## src/rtl/wdt_pkg.sv

```systemverilog
package wdt_pkg;

  // strobes from control to datapath
  typedef struct packed {
    logic modeWr;   // capture shadow mode value
    logic reload;   // copy shadow into live counter, clear prescaler
    logic tickEn;   // advance prescaler / counter
  } wdtStrobe_t;

  typedef enum logic [1:0] {
    WD_IDLE  = 2'd0,
    WD_RUN   = 2'd1,
    WD_FIRED = 2'd2
  } wdtState_e;

endpackage

```

## src/rtl/wdt_datapath.sv

```systemverilog
module wdt_datapath
  import wdt_pkg::*;
#(
  parameter int CNT_W   = 16,
  parameter int PRESC_W = 7
) (
  input  logic             clk,
  input  logic             rstN,
  input  wdtStrobe_t       st,
  input  logic [CNT_W:0]   modeIn,     // {armFlag, count}
  output logic             modeZero,
  output logic             unitEnd,
  output logic             lastUnit,
  output logic             armRst,
  output logic [CNT_W-1:0] cntNow,
  output logic [PRESC_W-1:0] presc,
  output logic [CNT_W-1:0] modeCount
);
  localparam int EN_BIT = CNT_W;
  localparam logic [PRESC_W-1:0] PRESC_TOP = {PRESC_W{1'b1}};
  localparam logic [CNT_W-1:0]   ONE_CNT   = {{(CNT_W-1){1'b0}}, 1'b1};

  logic modeArm;

  // shadow mode register
  always_ff @(posedge clk or negedge rstN) begin
    if (!rstN) begin
      modeCount <= '0;
      modeArm   <= 1'b0;
    end else if (st.modeWr) begin
      modeCount <= modeIn[CNT_W-1:0];
      modeArm   <= modeIn[EN_BIT];
    end
  end

  // prescaler: one unit per wrap
  always_ff @(posedge clk or negedge rstN) begin
    if (!rstN)          presc <= '0;
    else if (st.reload) presc <= '0;
    else if (st.tickEn) presc <= presc + 1'b1;
  end

  // live down-counter and latched arm flag
  always_ff @(posedge clk or negedge rstN) begin
    if (!rstN) begin
      cntNow <= '0;
      armRst <= 1'b0;
    end else if (st.reload) begin
      cntNow <= modeCount;
      armRst <= modeArm;
    end else if (st.tickEn && unitEnd && cntNow != '0) begin
      cntNow <= cntNow - 1'b1;
    end
  end

  assign modeZero = (modeCount == '0);
  assign unitEnd  = (presc == PRESC_TOP);
  assign lastUnit = (cntNow == ONE_CNT);

endmodule

```

## src/rtl/wdt_ctrl.sv

```systemverilog
module wdt_ctrl
  import wdt_pkg::*;
(
  input  logic       clk,
  input  logic       rstN,
  input  logic       wrEn,
  input  logic       wrAddr,
  input  logic       restartBit,
  input  logic       modeZero,
  input  logic       unitEnd,
  input  logic       lastUnit,
  input  logic       armRst,
  output wdtStrobe_t st,
  output logic       resetOut
);
  wdtState_e state;
  logic      reload;

  assign reload    = wrEn && wrAddr && restartBit;
  assign st.modeWr = wrEn && !wrAddr;
  assign st.reload = reload;
  assign st.tickEn = (state == WD_RUN) && !reload;

  always_ff @(posedge clk or negedge rstN) begin
    if (!rstN) begin
      state    <= WD_IDLE;
      resetOut <= 1'b0;
    end else if (reload) begin
      state    <= modeZero ? WD_IDLE : WD_RUN;
      resetOut <= 1'b0;
    end else if (state == WD_RUN && unitEnd && lastUnit) begin
      state    <= WD_FIRED;
      resetOut <= armRst;
    end
  end

endmodule

```

## src/rtl/slow_wdt.sv

```systemverilog
module slow_wdt
  import wdt_pkg::*;
#(
  parameter int CNT_W   = 16,
  parameter int PRESC_W = 7,
  parameter int DATA_W  = 32
) (
  input  logic              clk,
  input  logic              rstN,
  input  logic              wrEn,
  input  logic              wrAddr,
  input  logic [DATA_W-1:0] wrData,
  output logic              resetOut
);
  wdtStrobe_t         st;
  logic               modeZero, unitEnd, lastUnit, armRst;
  logic [CNT_W-1:0]   cntNow, modeCount;
  logic [PRESC_W-1:0] presc;
  logic               unusedBits;

  assign unusedBits = ^wrData[DATA_W-1:CNT_W+1];

  wdt_ctrl u_ctrl (
    .clk(clk), .rstN(rstN), .wrEn(wrEn), .wrAddr(wrAddr),
    .restartBit(wrData[0]), .modeZero(modeZero), .unitEnd(unitEnd),
    .lastUnit(lastUnit), .armRst(armRst), .st(st), .resetOut(resetOut)
  );

  wdt_datapath #(.CNT_W(CNT_W), .PRESC_W(PRESC_W)) u_dp (
    .clk(clk), .rstN(rstN), .st(st), .modeIn(wrData[CNT_W:0]),
    .modeZero(modeZero), .unitEnd(unitEnd), .lastUnit(lastUnit),
    .armRst(armRst), .cntNow(cntNow), .presc(presc), .modeCount(modeCount)
  );

endmodule

```

## config.mk

```make
export PLATFORM = sky130hd
export DESIGN_NAME = slow_wdt
export DESIGN_NICKNAME = d
export VERILOG_FILES = /design/src/rtl/wdt_pkg.sv /design/src/rtl/wdt_datapath.sv /design/src/rtl/wdt_ctrl.sv /design/src/rtl/slow_wdt.sv
export SDC_FILE = /design/constraint.sdc
export NUM_CORES = 1
export LEC_CHECK = 0
export BUFFER_PORTS_ARGS = -buffer_cell sky130_fd_sc_hd__buf_2
export CAP_MARGIN = 20
export CORE_UTILIZATION = 45
export DETAILED_ROUTE_END_ITERATION = 12
export PLACE_DENSITY = 0.68
export SYNTH_ARGS = -nofsm -noshare
export SYNTH_HDL_FRONTEND = slang
export SYNTH_SLANG_ARGS = --single-unit
```

## constraint.sdc

```tcl
create_clock -name clk -period 2.15 [get_ports clk]
set_input_delay 0.43 -clock clk [delete_from_list [all_inputs] [get_ports clk]]
set_output_delay 0.43 -clock clk [all_outputs]
set_load 0.01 [all_outputs]
```

After elaboration in Yosys (flattened, before gate mapping):

Cells that the tools add are included.

* flip-flop bits (word level): 44
* input port bits: 36
* output and inout port bits: 1
* word-level logic and storage cells: 36

* add/subtract/negate cells: 2
* eq/ne operators: 3
* mux-type cells: 9
* reductions and logical operators: 15

Operators by type and width (count)
* $mux W16: 2
* $eq A16 B1 Y1 const B: 1
* $logic_not A16 Y1: 1
* $reduce_bool A16 Y1: 1
* $sub A16 B1 Y16 const B: 1
* $mux W7: 2
* $logic_and A1 B1 Y1: 8
* $add A7 B1 Y7 const B: 1
* $eq A7 B7 Y1 const B: 1
* $reduce_bool A2 Y1: 3
* $mux W2: 2
* $mux W1: 3
* $eq A2 B1 Y1 const B: 1
* $logic_not A1 Y1: 2

Longest topological paths before layout:

* depth after elaboration: 8
* gate-level depth with buffers: 8

Modules after synthesis:

Synthesis repeated with hierarchy kept, for this count alone.

* cells, all modules: 216
* area total of the unflattened synthesis: 2228.4 um2

By module, submodules not included
* wdt_datapath: times used 1, cells each 201, area each 2048.2 um2, seq. area each 1026.0 um2
* wdt_ctrl: times used 1, cells each 15, area each 180.2 um2, seq. area each 75.1 um2

Worst setup path after synthesis:

No wires, ideal clock.

* path kind: flip-flop to flip-flop
* start point: register u_dp.cntNow[1]
* end point: register u_dp.cntNow[7]
* library setup time: 131 ps
* arrival time: 1769 ps
* setup slack: 249 ps
* cell stages (with the launch flop): 9
* path through: dfrtp_1 > inv_1 > ha_1 > or4b_4 > nand4bb_4 > buf_6 > nand4_1 > xor2_1 > o21ai_1

* cells in the longest elaborated chain, start to end: 3
* elaborated cells on any way between the ends: 6
* those cells by class: 1 x add/sub; 2 x mux; 3 x reduce/logical

RTL lines
* start: declaration: RTL line wdt_datapath.sv:15 `output logic [CNT_W-1:0] cntNow,`
* start signal: assignment: RTL line wdt_datapath.sv:49 `cntNow <= modeCount;`
* start signal: assignment: RTL line wdt_datapath.sv:52 `cntNow <= cntNow - 1'b1;`
* $sub A16 B1 Y16 or $reduce_bool A16 Y1 (tied branches): RTL line wdt_datapath.sv:52, wdt_datapath.sv:51
* $mux W16 or $logic_and A1 B1 Y1 (tied branches): RTL line wdt_datapath.sv:51 `end else if (st.tickEn && unitEnd && cntNow != '0) begin`
* $mux W16 or $reduce_bool A2 Y1 (tied branches)

Parallel ways exist; a longest one is shown, timed or not. The select of a mux whose other input is x is not followed.
A chain may end at the register's enable or synchronous reset.

Worst setup path after layout:

* start point: register u_dp.cntNow[1]
* end point: register u_dp.cntNow[14]

Same word-level chain as after synthesis.

==> reports/results.tsv <==
metric	value	unit
Initial Util	46.9	%
DP Wirelength	3290	um
Switching Share	31.4	%
vias in the first global route	1563	
row count	25	
crit start category	register	
area occupied by registers	1100	um2
area grow syn2layout	16.8	%
endpoint class of the critical path	register	
Arr. time, crit path	2.28	ns
NetSw	0.662	mW
crit path time final	2.09	ns
flop-to-flop setup slack	0.06	ns
final hold slack	0.00716	ns
area of the multi-input gates	1100	um2
drt wl/cell	14.6	um
RePlAce Congestion	0.772	
max frequency	478	MHz
Max-slew headroom	54.7	%
Antenna Violating Nets Remaining	0	
Root Buffer	clkbuf_8	
clock power share	24.7	%
Final Power	2.11	mW
fillcell total	433	
Sink Count	44	
final setup fails	0	
net count after synthesis	247	
via count	1676	
RR Endpoint	u_dp.cntNow[14]	
Mapped Area	2230	um2
Final Skew	0.00289	ns
GRT Util Overall	18.8	%
Hold Violations, Final	0	
share of cells above drive strength 1	30.5	%
end of the critical path	u_dp.cntNow[14]	
Combinational Power Share	21.3	%
CTS Buf Count	5	
Post-Place Setup Slack	0.0591	ns
global route overflow	0	
run status	completed	
final worst slack	0.0590	ns
Max Cap Viol	0	
Pint	1.45	mW
fin. max-slew vios	0	
first-pass GRT wire length	7450	um
Synth Instances	208	
CTS tree	yes	
vias per cell	5.41	
Worst R2R Start	u_dp.cntNow[1]	
CTS Buffer Depth	2	
share of power burned in registers	54.0	%
IO Port Bufs	21	
diode count	0	
PD cells	808	nW/um2
Hold-fix buffers, CTS	0	
initial antenna violation count	0	
CTS HTree Levels	2	
Leak	1.11	nW
Slew @ Worst Pin	0.680	ns
R2R depth	7	
DRT Pass-1 Iters	5	
Clk Latency, worst-skew pair	0.30	ns
crit path from	u_dp.cntNow[1]	
crit path kind	register to register	
synthesized area per cell	10.7	um2
DRC violations left	0	
number of distinct library cells after synthesis	39	
pin count of the biggest net entering global routing	20	
Tcrit/Tclk final	97.3	%
die width	72.4	um
Worst EP required	2.34	ns
Post-layout nets	281	
maximum vdd drop	0.514	mV
yosys warns	0	
WL final	4510	um
DRC marker count from the first detailed-route iteration	102	
Reg clk slew, reported paths	0.08	ns
num ports	37	
Hold WC Path Type	primary input to async pin	
critical path peak fanout	6	
synthesis-stage register bit count	44	
post-synthesis sequential area ratio	49.3	%
die height	72.4	um
total die area	5250	um2
CORE AREA	4750	um2
[cell usage in the layout (no fill, tap or decap), types with 2 or more instances in the layout]
master / n
a21oi_1: 3
nor3_1: 4
nand4b_1: 3
buf_2: 21
nand2_1: 24
nor2_1: 17
mux2i_1: 3
o21ai_1: 10
inv_1: 3
clkbuf_8: 5
a32oi_1: 2
buf_4: 13
nor4_1: 7
ha_1: 2
o21ai_0: 5
nor3_2: 2
nand3_1: 8
dfrtp_1: 44
or3_1: 3
nor2b_1: 2
nand4_1: 8
nand3_2: 2
xor2_1: 13
mux2_2: 17
[worst max-delay path, stage by stage, from the launching register on]
cell       delay (ns)
dfrtp_1          0.40
inv_1            0.08
ha_2             0.19
or4b_4           0.50
nand4bb_4        0.31
and2_4           0.23
a32oi_1          0.19
nand2_1          0.07
[state kept, by name, summed over array words and instances, names as in the netlist]
register	flops
u_dp.modeCount	16
u_ctrl.resetOut	1
u_ctrl.state	2
u_dp.cntNow	16
u_dp.modeArm	1
u_dp.presc	7
u_dp.armRst	1
[cells by family after synthesis]
family | synth area share, %
adder cells (fa/ha/maj) | 1.68
XOR/XNOR | 6.28
buffers and inverters | 2.91
flip-flops | 49.3
AND/OR/NAND/NOR | 24.7
AO/OA/AOI/OAI | 5.21
multiplexers | 9.92
[how the worst min path moves through the flow]
stage / from / endpoint / slack (ns) / depth (start not counted)
finish: rstN / u_dp.cntNow[0] / 0.007 / 1
global route: rstN / u_dp.modeCount[3] / 0.01 / 1
CTS: rstN / u_dp.modeCount[3] / 0.01 / 1
detailed placement: rstN / u_dp.modeCount[3] / 0.34 / 1
global placement: rstN / u_dp.modeCount[3] / 0.34 / 1
floorplan: rstN / u_ctrl.resetOut / 0.13 / 0
[metal layers]
metal | part of all wire (%) | vias to the layer above | global-route usage (%)
met5 | 0 | - | 0
met4 | 1.2 | 0 | 5.01
met3 | 4.7 | 7 | 4.58
met2 | 48 | 63 | 30.0
met1 | 46 | 787 | 25.6
li1 | - | 819 | -
[cell usage after synthesis, drive strengths merged]
cell     instances  area share (%)
or3              4             1.3
xor2            14             5.5
and2             1            0.39
a21oi            3            0.67
o21ai           15             3.4
nand4b           3             1.2
nor3             6             1.8
buf              4             1.6
dfrtp           44              49
inv              3            0.50
xnor2            2            0.78
a32oi            2            0.78
or4              1            0.34
ha               3             1.7
nand3           10             2.7
clkbuf           5            0.84
nor2            17             2.9
nand4bb          1             1.2
nor2b            2            0.56
and3             2            0.62
nand2           24             4.0
nor4             9             3.5
and4b            1            0.45
or4b             1            0.62
and4bb           1            0.56
or2              1            0.28
a211o            1            0.39
mux2i            3             1.3
mux2            17             8.6
nand4            8             2.2
[timing repair]
action | CTS | global route
setup endpoints to repair | 0 | 5
buffers inserted | 0 | 2
resized for setup | 0 | 3
[through the flow]
step           instance area, um2  std cells  utilization [%]  TNS, ns
4_1_cts                      2560        307             53.8        0
5_1_grt                      2610        310             54.8  -0.0473
6_report                     2610        310             54.8        0
3_3_place_gp                 2470        299             51.9        0
3_5_place_dp                 2470        299             51.9        0
2_1_floorplan                2230        208                -        0
[power by group through the flow]
stage | logic [mW] | registers, mW | clock network [mW]
floorplan | 0.314 | 1.11 | 0
global placement | 0.422 | 1.14 | 0
detailed placement | 0.434 | 1.15 | 0
CTS | 0.437 | 1.13 | 0.529
global route | 0.510 | 1.16 | 0.564
finish | 0.450 | 1.14 | 0.520
[cell type report]
type | instances | share of cell area [%]
Multi-Input combinational cell | 153 | 42.2
Timing Repair Buffer | 35 | 8.54
Sequential cell | 44 | 42.2
Inverter | 3 | 0.432
Clock buffer | 6 | 2.78
Clock inverter | 2 | 0.624
Tap cell | 67 | 3.21
(Power assumes the default switching activity.)
